[src/rtl/rs485_pkg.sv]
package rs485_pkg;
  typedef enum logic [1:0] {
    MODE_PASS  = 2'd0,
    MODE_MULTI = 2'd1,
    MODE_MATCH = 2'd2
  } addr_mode_e;
endpackage

[src/rtl/rs485_mode_dec.sv]
module rs485_mode_dec
  import rs485_pkg::*;
(
  input  logic       det_en,
  input  logic       mode_multi,
  input  logic       mode_auto,
  output addr_mode_e mode
);
  // Both schemes selected, or neither, falls back to pass-through.
  always_comb begin
    mode = MODE_PASS;
    if (det_en && mode_multi && !mode_auto) mode = MODE_MULTI;
    if (det_en && mode_auto && !mode_multi) mode = MODE_MATCH;
  end
endmodule

[src/rtl/rs485_addr_filter.sv]
module rs485_addr_filter
  import rs485_pkg::*;
#(
  parameter int DATA_W = 8,
  localparam int CHAR_W = DATA_W + 1
) (
  input  logic              clk,
  input  logic              rst_n,
  input  addr_mode_e        mode,
  input  logic [DATA_W-1:0] match_addr,
  input  logic              rx_disable,
  input  logic              flag_clr,
  input  logic              in_valid,
  output logic              in_ready,
  input  logic [CHAR_W-1:0] in_data,
  output logic              out_valid,
  input  logic              out_ready,
  output logic [DATA_W-1:0] out_data,
  output logic              addr_flag
);
  logic is_addr, keep, hs, rcv_en_q, flag_q, flag_set, hit;

  assign is_addr = in_data[CHAR_W-1];
  assign hit     = (in_data[DATA_W-1:0] == match_addr);

  always_comb begin
    keep = 1'b1;
    unique case (mode)
      MODE_MATCH: keep = is_addr ? 1'b0 : rcv_en_q;
      MODE_MULTI: keep = is_addr ? 1'b1 : !rx_disable;
      default:    keep = 1'b1;
    endcase
  end

  assign out_valid = in_valid && keep;
  assign in_ready  = keep ? out_ready : 1'b1;
  assign out_data  = in_data[DATA_W-1:0];
  assign hs        = in_valid && in_ready;
  assign flag_set  = hs && is_addr && (mode != MODE_PASS);

  always_ff @(posedge clk or negedge rst_n) begin
    if (!rst_n) begin
      rcv_en_q <= 1'b0;
      flag_q   <= 1'b0;
    end else begin
      if (hs && is_addr && mode == MODE_MATCH) rcv_en_q <= hit;
      if (flag_set)      flag_q <= 1'b1;
      else if (flag_clr) flag_q <= 1'b0;
    end
  end

  assign addr_flag = flag_q;

  p_flag_set_r3: assert property (@(posedge clk) disable iff (!rst_n)
    (in_valid && in_ready && in_data[CHAR_W-1] && mode != MODE_PASS) |=> addr_flag);

  p_flag_clear_r4: assert property (@(posedge clk) disable iff (!rst_n)
    (flag_clr && !(in_valid && in_ready && in_data[CHAR_W-1])) |=> !addr_flag);

  p_mismatch_blocks_r6: assert property (@(posedge clk) disable iff (!rst_n)
    (mode == MODE_MATCH && in_valid && in_ready && in_data[CHAR_W-1] &&
     in_data[DATA_W-1:0] != match_addr) |=> !rcv_en_q);

  p_match_opens_r5: assert property (@(posedge clk) disable iff (!rst_n)
    (mode == MODE_MATCH && in_valid && in_ready && in_data[CHAR_W-1] &&
     in_data[DATA_W-1:0] == match_addr) |=> rcv_en_q);

  p_drop_consumed_r8: assert property (@(posedge clk) disable iff (!rst_n)
    (in_valid && !out_valid) |-> in_ready);
endmodule

[src/rtl/rs485_dir_ctrl.sv]
module rs485_dir_ctrl (
  input  logic clk,
  input  logic rst_n,
  input  logic auto_dir,
  input  logic dir_pol,
  input  logic tx_start,
  input  logic tx_empty,
  output logic dir_out
);
  logic act_q;

  always_ff @(posedge clk or negedge rst_n) begin
    if (!rst_n)          act_q <= 1'b0;
    else if (!auto_dir)  act_q <= 1'b0;
    else if (tx_start)   act_q <= 1'b1;
    else if (tx_empty)   act_q <= 1'b0;
  end

  assign dir_out = act_q ? dir_pol : !dir_pol;

  p_dir_rise_r9: assert property (@(posedge clk) disable iff (!rst_n)
    (auto_dir && tx_start) |=> act_q);

  p_dir_hold_r9: assert property (@(posedge clk) disable iff (!rst_n)
    (auto_dir && act_q && !tx_empty) |=> act_q);

  p_dir_off_r10: assert property (@(posedge clk) disable iff (!rst_n)
    (!auto_dir) |=> !act_q);
endmodule

[src/rtl/rs485_addr_dir.sv]
module rs485_addr_dir
  import rs485_pkg::*;
#(
  parameter int DATA_W = 8
) (
  input  logic              clk,
  input  logic              rst_n,
  input  logic              det_en,
  input  logic              mode_multi,
  input  logic              mode_auto,
  input  logic              auto_dir,
  input  logic              dir_pol,
  input  logic              rx_disable,
  input  logic [DATA_W-1:0] match_addr,
  input  logic              flag_clr,
  input  logic              in_valid,
  output logic              in_ready,
  input  logic [DATA_W:0]   in_data,
  output logic              out_valid,
  input  logic              out_ready,
  output logic [DATA_W-1:0] out_data,
  output logic              addr_flag,
  input  logic              tx_start,
  input  logic              tx_empty,
  output logic              dir_out
);
  addr_mode_e mode;

  rs485_mode_dec u_dec (
    .det_en(det_en), .mode_multi(mode_multi), .mode_auto(mode_auto), .mode(mode)
  );

  rs485_addr_filter #(.DATA_W(DATA_W)) u_filt (
    .clk(clk), .rst_n(rst_n), .mode(mode), .match_addr(match_addr),
    .rx_disable(rx_disable), .flag_clr(flag_clr),
    .in_valid(in_valid), .in_ready(in_ready), .in_data(in_data),
    .out_valid(out_valid), .out_ready(out_ready), .out_data(out_data),
    .addr_flag(addr_flag)
  );

  rs485_dir_ctrl u_dir (
    .clk(clk), .rst_n(rst_n), .auto_dir(auto_dir), .dir_pol(dir_pol),
    .tx_start(tx_start), .tx_empty(tx_empty), .dir_out(dir_out)
  );

  p_pass_no_flag_r1: assert property (@(posedge clk) disable iff (!rst_n)
    (!det_en && !addr_flag && !flag_clr) |=> !addr_flag);
endmodule

[config.mk]
export PLATFORM = sky130hd
export DESIGN_NAME = rs485_addr_dir
export DESIGN_NICKNAME = d
export VERILOG_FILES = /design/src/rtl/rs485_pkg.sv /design/src/rtl/rs485_mode_dec.sv /design/src/rtl/rs485_addr_filter.sv /design/src/rtl/rs485_dir_ctrl.sv /design/src/rtl/rs485_addr_dir.sv
export SDC_FILE = /design/constraint.sdc
export NUM_CORES = 1
export LEC_CHECK = 0
export BUFFER_PORTS_ARGS = -buffer_cell sky130_fd_sc_hd__clkbuf_2
export CAP_MARGIN = 10
export CELL_PAD_IN_SITES_DETAIL_PLACEMENT = 0
export CELL_PAD_IN_SITES_GLOBAL_PLACEMENT = 2
export CORE_MARGIN = 4
export CORE_UTILIZATION = 14
export DETAILED_ROUTE_END_ITERATION = 16
export HOLD_SLACK_MARGIN = 0.12
export PLACE_DENSITY = 0.73
export SLEW_MARGIN = 0
export SYNTH_ARGS = -nofsm -noshare
export SYNTH_HDL_FRONTEND = slang
export SYNTH_SLANG_ARGS = --single-unit
[constraint.sdc]
create_clock -name clk -period 1.15 [get_ports clk]
set_input_delay 0 -clock clk [delete_from_list [all_inputs] [get_ports clk]]
set_output_delay 0 -clock clk [all_outputs]
set_load 0.02 [all_outputs]
Word level (Yosys, flattened, before mapping)
Index checks and enable logic that the tools add are counted.

word-level totals
  word-level logic and storage cells = 34
  register bits after elaboration = 3
  input port bits = 30
  output and inout port bits = 12

cells by class
  equality and inequality tests = 4
  multiplexer cells = 12
  reduce and logical (&&, ||, !) cells = 15

operators by type and width
  kind                                                                      number
  1-bit 2-to-1 mux                                                          10
  1-bit logical AND                                                         9
  8-bit equality test                                                       1
  1-bit logical NOT                                                         4
  2-bit nonzero test                                                        2
  3-bit by 1-bit inequality test with 1-bit output (second input constant)  1
  2-bit by 1-bit equality test with 1-bit output (second input constant)    1
  2-bit equality test (second input constant)                               1
  2-bit 2-to-1 mux                                                          1
  1-bit one-hot mux with 2 select lines                                     1

Logic depth before layout (Yosys ltp)
Gate-level depths: netlist (run 1).

  word-level depth = 11
  gate-level depth with buffers = 3
  depth with buffers taken out = 3

Cells and area by module
Synthesis (run 1) repeated with hierarchy kept, for this count alone.

unflattened totals
  cell total of the unflattened synthesis = 44
  area total of the unflattened synthesis = 394.1 µm²

by module, submodules not included
  module             sequential area each (µm²)  instances  area each (µm²)  cells an instance
  rs485_addr_filter  50.0                        1          329.1            38
  rs485_dir_ctrl     25.0                        1          47.5             4
  rs485_mode_dec     0.0                         1          17.5             2

Least setup slack after synthesis (run 1)
No wires, ideal clock.

  path type = flip-flop to output port
  from = register u_filt.rcv_en_q
  to = output port out_valid
  path buffers = 0
  arrival time = 0.940 ns
  data required time = 1.150 ns
  stages on the path, launching flop included = 4
  setup slack = 0.210 ns
  cells stage by stage = dfrtp_1 > nand2b_1 > a21o_1 > a21boi_1

on the way
  longest elaborated chain between the ends = 3

ends and longest elaborated chain
  item                                   RTL line                 text
  start, declared                        rs485_addr_filter.sv:21  logic is_addr, keep, hs, rcv_en_q, flag_q, flag_set, hit;
  start signal, assigned                 rs485_addr_filter.sv:46  if (hs && is_addr && mode == MODE_MATCH) rcv_en_q <= hit;
  1-bit 2-to-1 mux                       rs485_addr_filter.sv:29  MODE_MATCH: keep = is_addr ? 1'b0 : rcv_en_q;
  1-bit one-hot mux with 2 select lines  rs485_addr_filter.sv:28  unique case (mode)
  1-bit logical AND                      rs485_addr_filter.sv:35  assign out_valid = in_valid && keep;
  end, declared                          rs485_addr_dir.sv:19     output logic out_valid,

No other way between the ends.

Worst setup path in the final report (run 1)
Same ends and word-level chain as after synthesis.

==> flow_summary_export.csv, run 1 <==
group,metric,value,unit
run_status,status,"finished, final reports clean",
timing,max_freq,0.894,GHz
floorplanning,initial_core_util,15.3,%
cts,cts_tree,"built",
power,p_leak,0.366,nW
synth,yosysSeqAreaShare,21.1,%
detailed_routing,first_iter_violations,1,
timing,fin_skew,0.00397,ns
timing,fin_crit_sh,97.3,%
timing,slew_viol_final,0,
synth,synth_area,355,um^2
power,power.density,720,nW/um^2
timing,relSlewSlack,84.9,%
floorplanning,io_pins,42,
global_routing,grt_antenna_before_repair,0,
synth,synth_warnings,0,
finish,diodes,0,
finish,drive_above_1_share,53.3,%
setup_path,endpoint_kind,"output pin",
global_routing,grt_max_degree,5,
floorplanning,die_area,3410,um^2
timing,fin_setup_tns,0,ns
detailed_routing,via_per_inst,3.79,
floorplanning,rows,17,
synth,syn_inst,38,
power,vdd_ir_drop_max,0.000227,V
synth,syn_avg_cell_area,9.35,um^2
cts,clkTransAtPathRegs,0.03,ns
cts,insertion_delay,0.23,ns
finish,final_nets,121,
detailed_routing,wl_per_cell,9.92,um
setup_path,critPathArrivalTime,1.12,ns
detailed_routing,dr.pass1.iters,2,
synth,synth_adder_area_share,0,%
synth,synth.distinct_cells,17,
placement,place_congestion,0.612,
finish,final_area,726,um^2
setup_path,worstPathRequired,1.15,ns
setup_path,setup.worst_path.class,"flop to output pin",
synth,muxShareOfSynthArea,0,%
synth,synth_xor_area_share,24.6,%
synth,synth_top_family_by_area,"XOR/XNOR gates",
setup_path,critPathMaxFanout,2,
cts,clock-sinks,3,
setup_path,reg2reg_depth,4,
finish,final_common_cell,"clkbuf_2",
synth,synth_top_area_share,24.6,%
run,drv_cap,0,
finish,areaGrowthSynthToFinish,104,%
global_routing,grt_pass1_wl,1.83,mm
placement,portBuffers,41,
timing,setup_viol,0,
synth,yosys.area.top_type,"xnor2_1",
synth,synth-seq-cells,3,
setup_path,critPathLaunchType,"flop",
timing,period_minus_slack,1.12,ns
synth,synthTopCellsByArea,"xnor2_1 (25%), dfrtp_1 (21%), buf_4 (17%), o32ai_2 (4.6%), a21o_1 (4.2%)",
min_path,hp-class,"primary input to flop",
detailed_routing,drt-total-wl,1.17,mm
cts,htreeDepth,1,
cts,clk_path_buf_depth,2,
synth,synth_compound_area_share,20.4,%
floorplanning,die-height,58.4,um
floorplanning,fp.coreArea,2320,um^2
cts,cts_made_buffers,3,
detailed_routing,drtAntennaViolNets,0,
detailed_routing,drc,0,
timing,rsz0062_at_grt,"true",
floorplanning,die_w,58.4,um
detailed_routing,vias,447,
synth,synth_nets,68,
timing,hold_viol_final,0,
cts,root_buffer,"clkbuf_4",
global_routing,grtUsageTotal,7.46,%
global_routing,grt_pass1_vias,473,
finish,final_cell_mix,"clkbuf_2 (39), dlygate4sd3_1 (14), xnor2_1 (10)",
synth,synthSimpleGateAreaFrac,15.8,%
global_routing,gr-total-overflow,0,
placement,postPlaceCellArea,536,um^2
min_path,min_path_cells,4,
timing,tightest_slew,0.224,ns
-- through the flow --
stage	power (mW)	std cells	util (%)	setup slack (ns)	hold slack, ns
after global routing	0.565	118	31.3	-0.0148	0.135
final	0.523	118	31.3	0.0313	0.129
after detailed placement	0.300	99	23.1	0.231	-0.195
after floorplan	0.226	38	-	0.210	-0.296
after CTS	0.532	118	30.8	0.0141	0.120
after global placement	0.299	99	23.1	0.246	-0.196
-- where the power goes --
part           switching (mW)  internal [mW]  total [mW]  leakage, nW
Combinational           0.100          0.126       0.227        0.311
Clock                  0.0535          0.130       0.184       0.0150
Sequential            0.00225          0.111       0.113       0.0403
Total                   0.156          0.367       0.523        0.366
-- registers in the layout (all words and copies together) (netlist names) --
register          flops
u_dir.act_q           1
u_filt.addr_flag      1
u_filt.rcv_en_q       1
-- repair_timing --
action | 4_1_cts | 5_1_grt
resized for setup | 2 | 4
buffers inserted | 1 | 0
setup endpoints to repair | 2 | 3
hold buffers | 14 | 0
gates cloned | 0 | 0
pin swaps | 1 | 2
endpoints found under the hold margin | 6 | 0
-- kinds of logic after synthesis --
group | Yosys count
AOI/OAI and AO/OA | 8
DFF | 3
and+or+nand+nor | 8
buffers and inverters | 9
xor gates and xnor gates | 10
-- synth_stat cells, drive strengths merged --
cell type and n:
and4bb 1, o21a 1, o21ai 1, nor2b 1, o41ai 1, inv 1, a21boi 1, nand2b 2
and2b 1, a211oi 1, xnor2 10, buf 8, a21o 2, dfrtp 3, nand3 1, o32ai 1
nand4 2
-- worst max-delay path, cell delays in order, from the launching register on --
cell	delay (ns)
dfrtp_1	0.33
nand2b_1	0.07
a21o_1	0.19
a21boi_1	0.14
buf_4	0.16
-- worst paths after layout --
kind / from / to / slack (ns)
max in group asynchronous: rst_n / u_filt.rcv_en_q / 0.33
setup reg to reg: u_filt.rcv_en_q / u_filt.addr_flag / 0.15
hold reg to reg: u_filt.rcv_en_q / u_filt.rcv_en_q / 0.53
setup / recovery: u_filt.rcv_en_q / out_valid / 0.03
hold / removal: in_data[6] / u_filt.rcv_en_q / 0.13
min in group asynchronous: rst_n / u_dir.act_q / 0.67
-- routing by layer --
layer / wire, um / GRT usage [%] / share of wire [%] / vias up
li1: - / - / - / 232
met1: 388 / 6.68 / 33 / 186
met2: 625 / 13.2 / 53 / 27
met3: 130 / 1.54 / 11 / 2
met4: 27 / 7.95 / 2.3 / 0
met5: 0 / 0 / 0 / -
-- cell type report --
| type | count | area (um^2) |
|---|---|---|
| Tap cell | 28 | 35.0 |
| Inverter | 1 | 3.75 |
| Clock buffer | 4 | 26.3 |
| Timing Repair Buffer | 56 | 362 |
| Fill cell | 259 | 1590 |
| Sequential cell | 3 | 75.1 |
| Multi-Input combinational cell | 26 | 224 |
Power figures use the tool's default switching activity.
==> run 2: changes to the inputs <==
CORE_UTILIZATION = 15   (was 14)
CTS_BUF_LIST = sky130_fd_sc_hd__clkbuf_8   (was not set)
PLACE_DENSITY = 0.78   (was 0.73)
==> flow_summary_export.csv, run 2 (same netlist as run 1, synthesis figures left out) <==
group,metric,value,unit
run_status,status,"finished, final reports clean",
floorplanning,die-height,56.7,um
finish,fill_cells,257,
global_routing,gr-total-overflow,0,
setup_path,rr_startpoint,"u_filt.rcv_en_q",
cts,cts_setup_buffers,0,
cts,insertion_delay,0.21,ns
finish,diodes,0,
setup_path,critPathMaxFanout,2,
global_routing,grt_antenna_before_repair,0,
timing,rsz0062_at_grt,"true",
timing,tightest_slew,0.248,ns
finish,final_cell_mix,"clkbuf_2 (39), xnor2_1 (10), dlygate4sd3_1 (6)",
cts,cts_made_buffers,3,
detailed_routing,drtAntennaViolNets,0,
setup_path,reg2reg_slack,0.26,ns
power,cell_internal_pwr,0.446,mW
placement,hpwl,915,um
timing,fin_skew,0.00162,ns
setup_path,reg2reg_depth,3,
global_routing,met2_usage,11.9,%
finish,areaGrowthSynthToFinish,82.7,%
power,p_leak,0.335,nW
detailed_routing,wl_per_cell,9.50,um
detailed_routing,via_per_inst,3.80,
floorplanning,initial_core_util,15.9,%
floorplanning,rows,17,
detailed_routing,drt-total-wl,1.04,mm
min_path,hp-class,"primary input to asynchronous set/reset pin",
setup_path,critPathArrivalTime,1.11,ns
floorplanning,fp.coreArea,2230,um^2
finish,drive_above_1_share,56.8,%
power,vdd_ir_drop_max,0.000349,V
cts,htreeDepth,1,
placement,place_congestion,0.574,
global_routing,busiest_layer,"met2",
floorplanning,die_w,56.7,um
setup_path,worstPathRequired,1.15,ns
setup_path,timing.rr.end,"u_filt.addr_flag",
power,fin_total_pwr,0.609,mW
finish,utilization,29.1,%
placement,portBuffers,41,
global_routing,grtUsageTotal,7.17,%
cts,clk_path_buf_depth,2,
setup_path,setup.worst_path.class,"flop to output pin",
global_routing,grt_use_met1,7.43,%
finish,multiInputGateArea,216,um^2
finish,final_common_cell,"clkbuf_2",
timing,setup_viol,0,
setup_path,critPathLaunchType,"flop",
detailed_routing,first_iter_violations,1,
power,pwr-share-comb,33.4,%
global_routing,grt_max_degree,5,
timing,slew_viol_final,0,
timing,relSlewSlack,83.2,%
power,seqPwrFrac,18.6,%
detailed_routing,vias,414,
finish,final_nets,112,
finish,seq_area,75.1,um^2
cts,root_buffer,"clkbuf_8",
detailed_routing,drc,0,
global_routing,grt_pass1_vias,467,
detailed_routing,dr.pass1.iters,2,
setup_path,endpoint_kind,"output pin",
cts,clock-sinks,3,
setup_path,critPathLaunch,"u_filt.rcv_en_q",
floorplanning,die_area,3210,um^2
cts,clkTransAtPathRegs,0.03,ns
timing,fin_crit_sh,96.3,%
global_routing,grt_pass1_wl,1.78,mm
power,p_sw,0.163,mW
global_routing,grt_use_met3,3.22,%
power,power.density,937,nW/um^2
timing,hold_viol_final,0,
timing,max_freq,0.903,GHz
run,drv_cap,0,
cts,cts_tree,"built",
floorplanning,io_pins,42,
power,switching_share,26.7,%
timing,period_minus_slack,1.11,ns
power,p_clk_share,48.1,%
run 2: cell type report:
cell class | instances | area share, %
sequential | 3 | 11.6
tap | 28 | 5.39
clock buffer | 3 | 6.36
multi-input combinational | 26 | 33.3
timing repair buffer | 47 | 42.2
inverter | 1 | 0.578
clock inverter | 1 | 0.578
run 2: worst max-delay path, cell delays in order, from the launching register on:
cell      delay (ns)
dfrtp_1         0.33
nand2b_1        0.08
a21o_1          0.20
a21o_1          0.16
buf_6           0.13
run 2: how the worst max path moves through the flow:
stage | to | slack, ns | cells after the start
after floorplan | out_valid | 0.21 | 3
after global placement | out_valid | 0.25 | 4
after detailed placement | in_ready | 0.23 | 4
after CTS | in_ready | 0.01 | 4
after global routing | out_valid | -0.05 | 4
final | in_ready | 0.04 | 4
run 2: timing repair:
| item | in CTS | in global routing |
|---|---|---|
| pin swaps | 1 | 3 |
| hold buffers | 6 | 0 |
| resized for setup | 1 | 4 |
| hold endpoints to repair | 6 | 0 |
| setup endpoints to repair | 1 | 2 |
run 2: metal layers:
| metal | wire (um) | vias up |
|---|---|---|
| met5 | 0 | - |
| met4 | 0 | 0 |
| met3 | 107 | 0 |
| met2 | 544 | 22 |
| met1 | 383 | 177 |
| li1 | - | 215 |
run 2: power by group through the flow:
stage / Combinational [mW] / Sequential [mW] / Clock [mW]
floorplan: 0.110 / 0.116 / 0
global placement: 0.184 / 0.114 / 0
detailed placement: 0.185 / 0.114 / 0
CTS: 0.203 / 0.113 / 0.304
global route: 0.223 / 0.114 / 0.316
finish: 0.203 / 0.113 / 0.293
run 2: per-stage QoR:
| stage | setup slack, ns | setup TNS, ns | hold slack, ns | instances | cell area [um^2] |
|---|---|---|---|---|---|
| after global placement | 0.247 | 0 | -0.197 | 99 | 536 |
| after global routing | -0.0459 | -0.0736 | 0.137 | 109 | 649 |
| final | 0.0420 | 0 | 0.116 | 109 | 649 |
| after floorplan | 0.210 | 0 | -0.296 | 38 | 355 |
| after detailed placement | 0.229 | 0 | -0.199 | 99 | 536 |
| after CTS | 0.0117 | 0 | 0.123 | 109 | 643 |
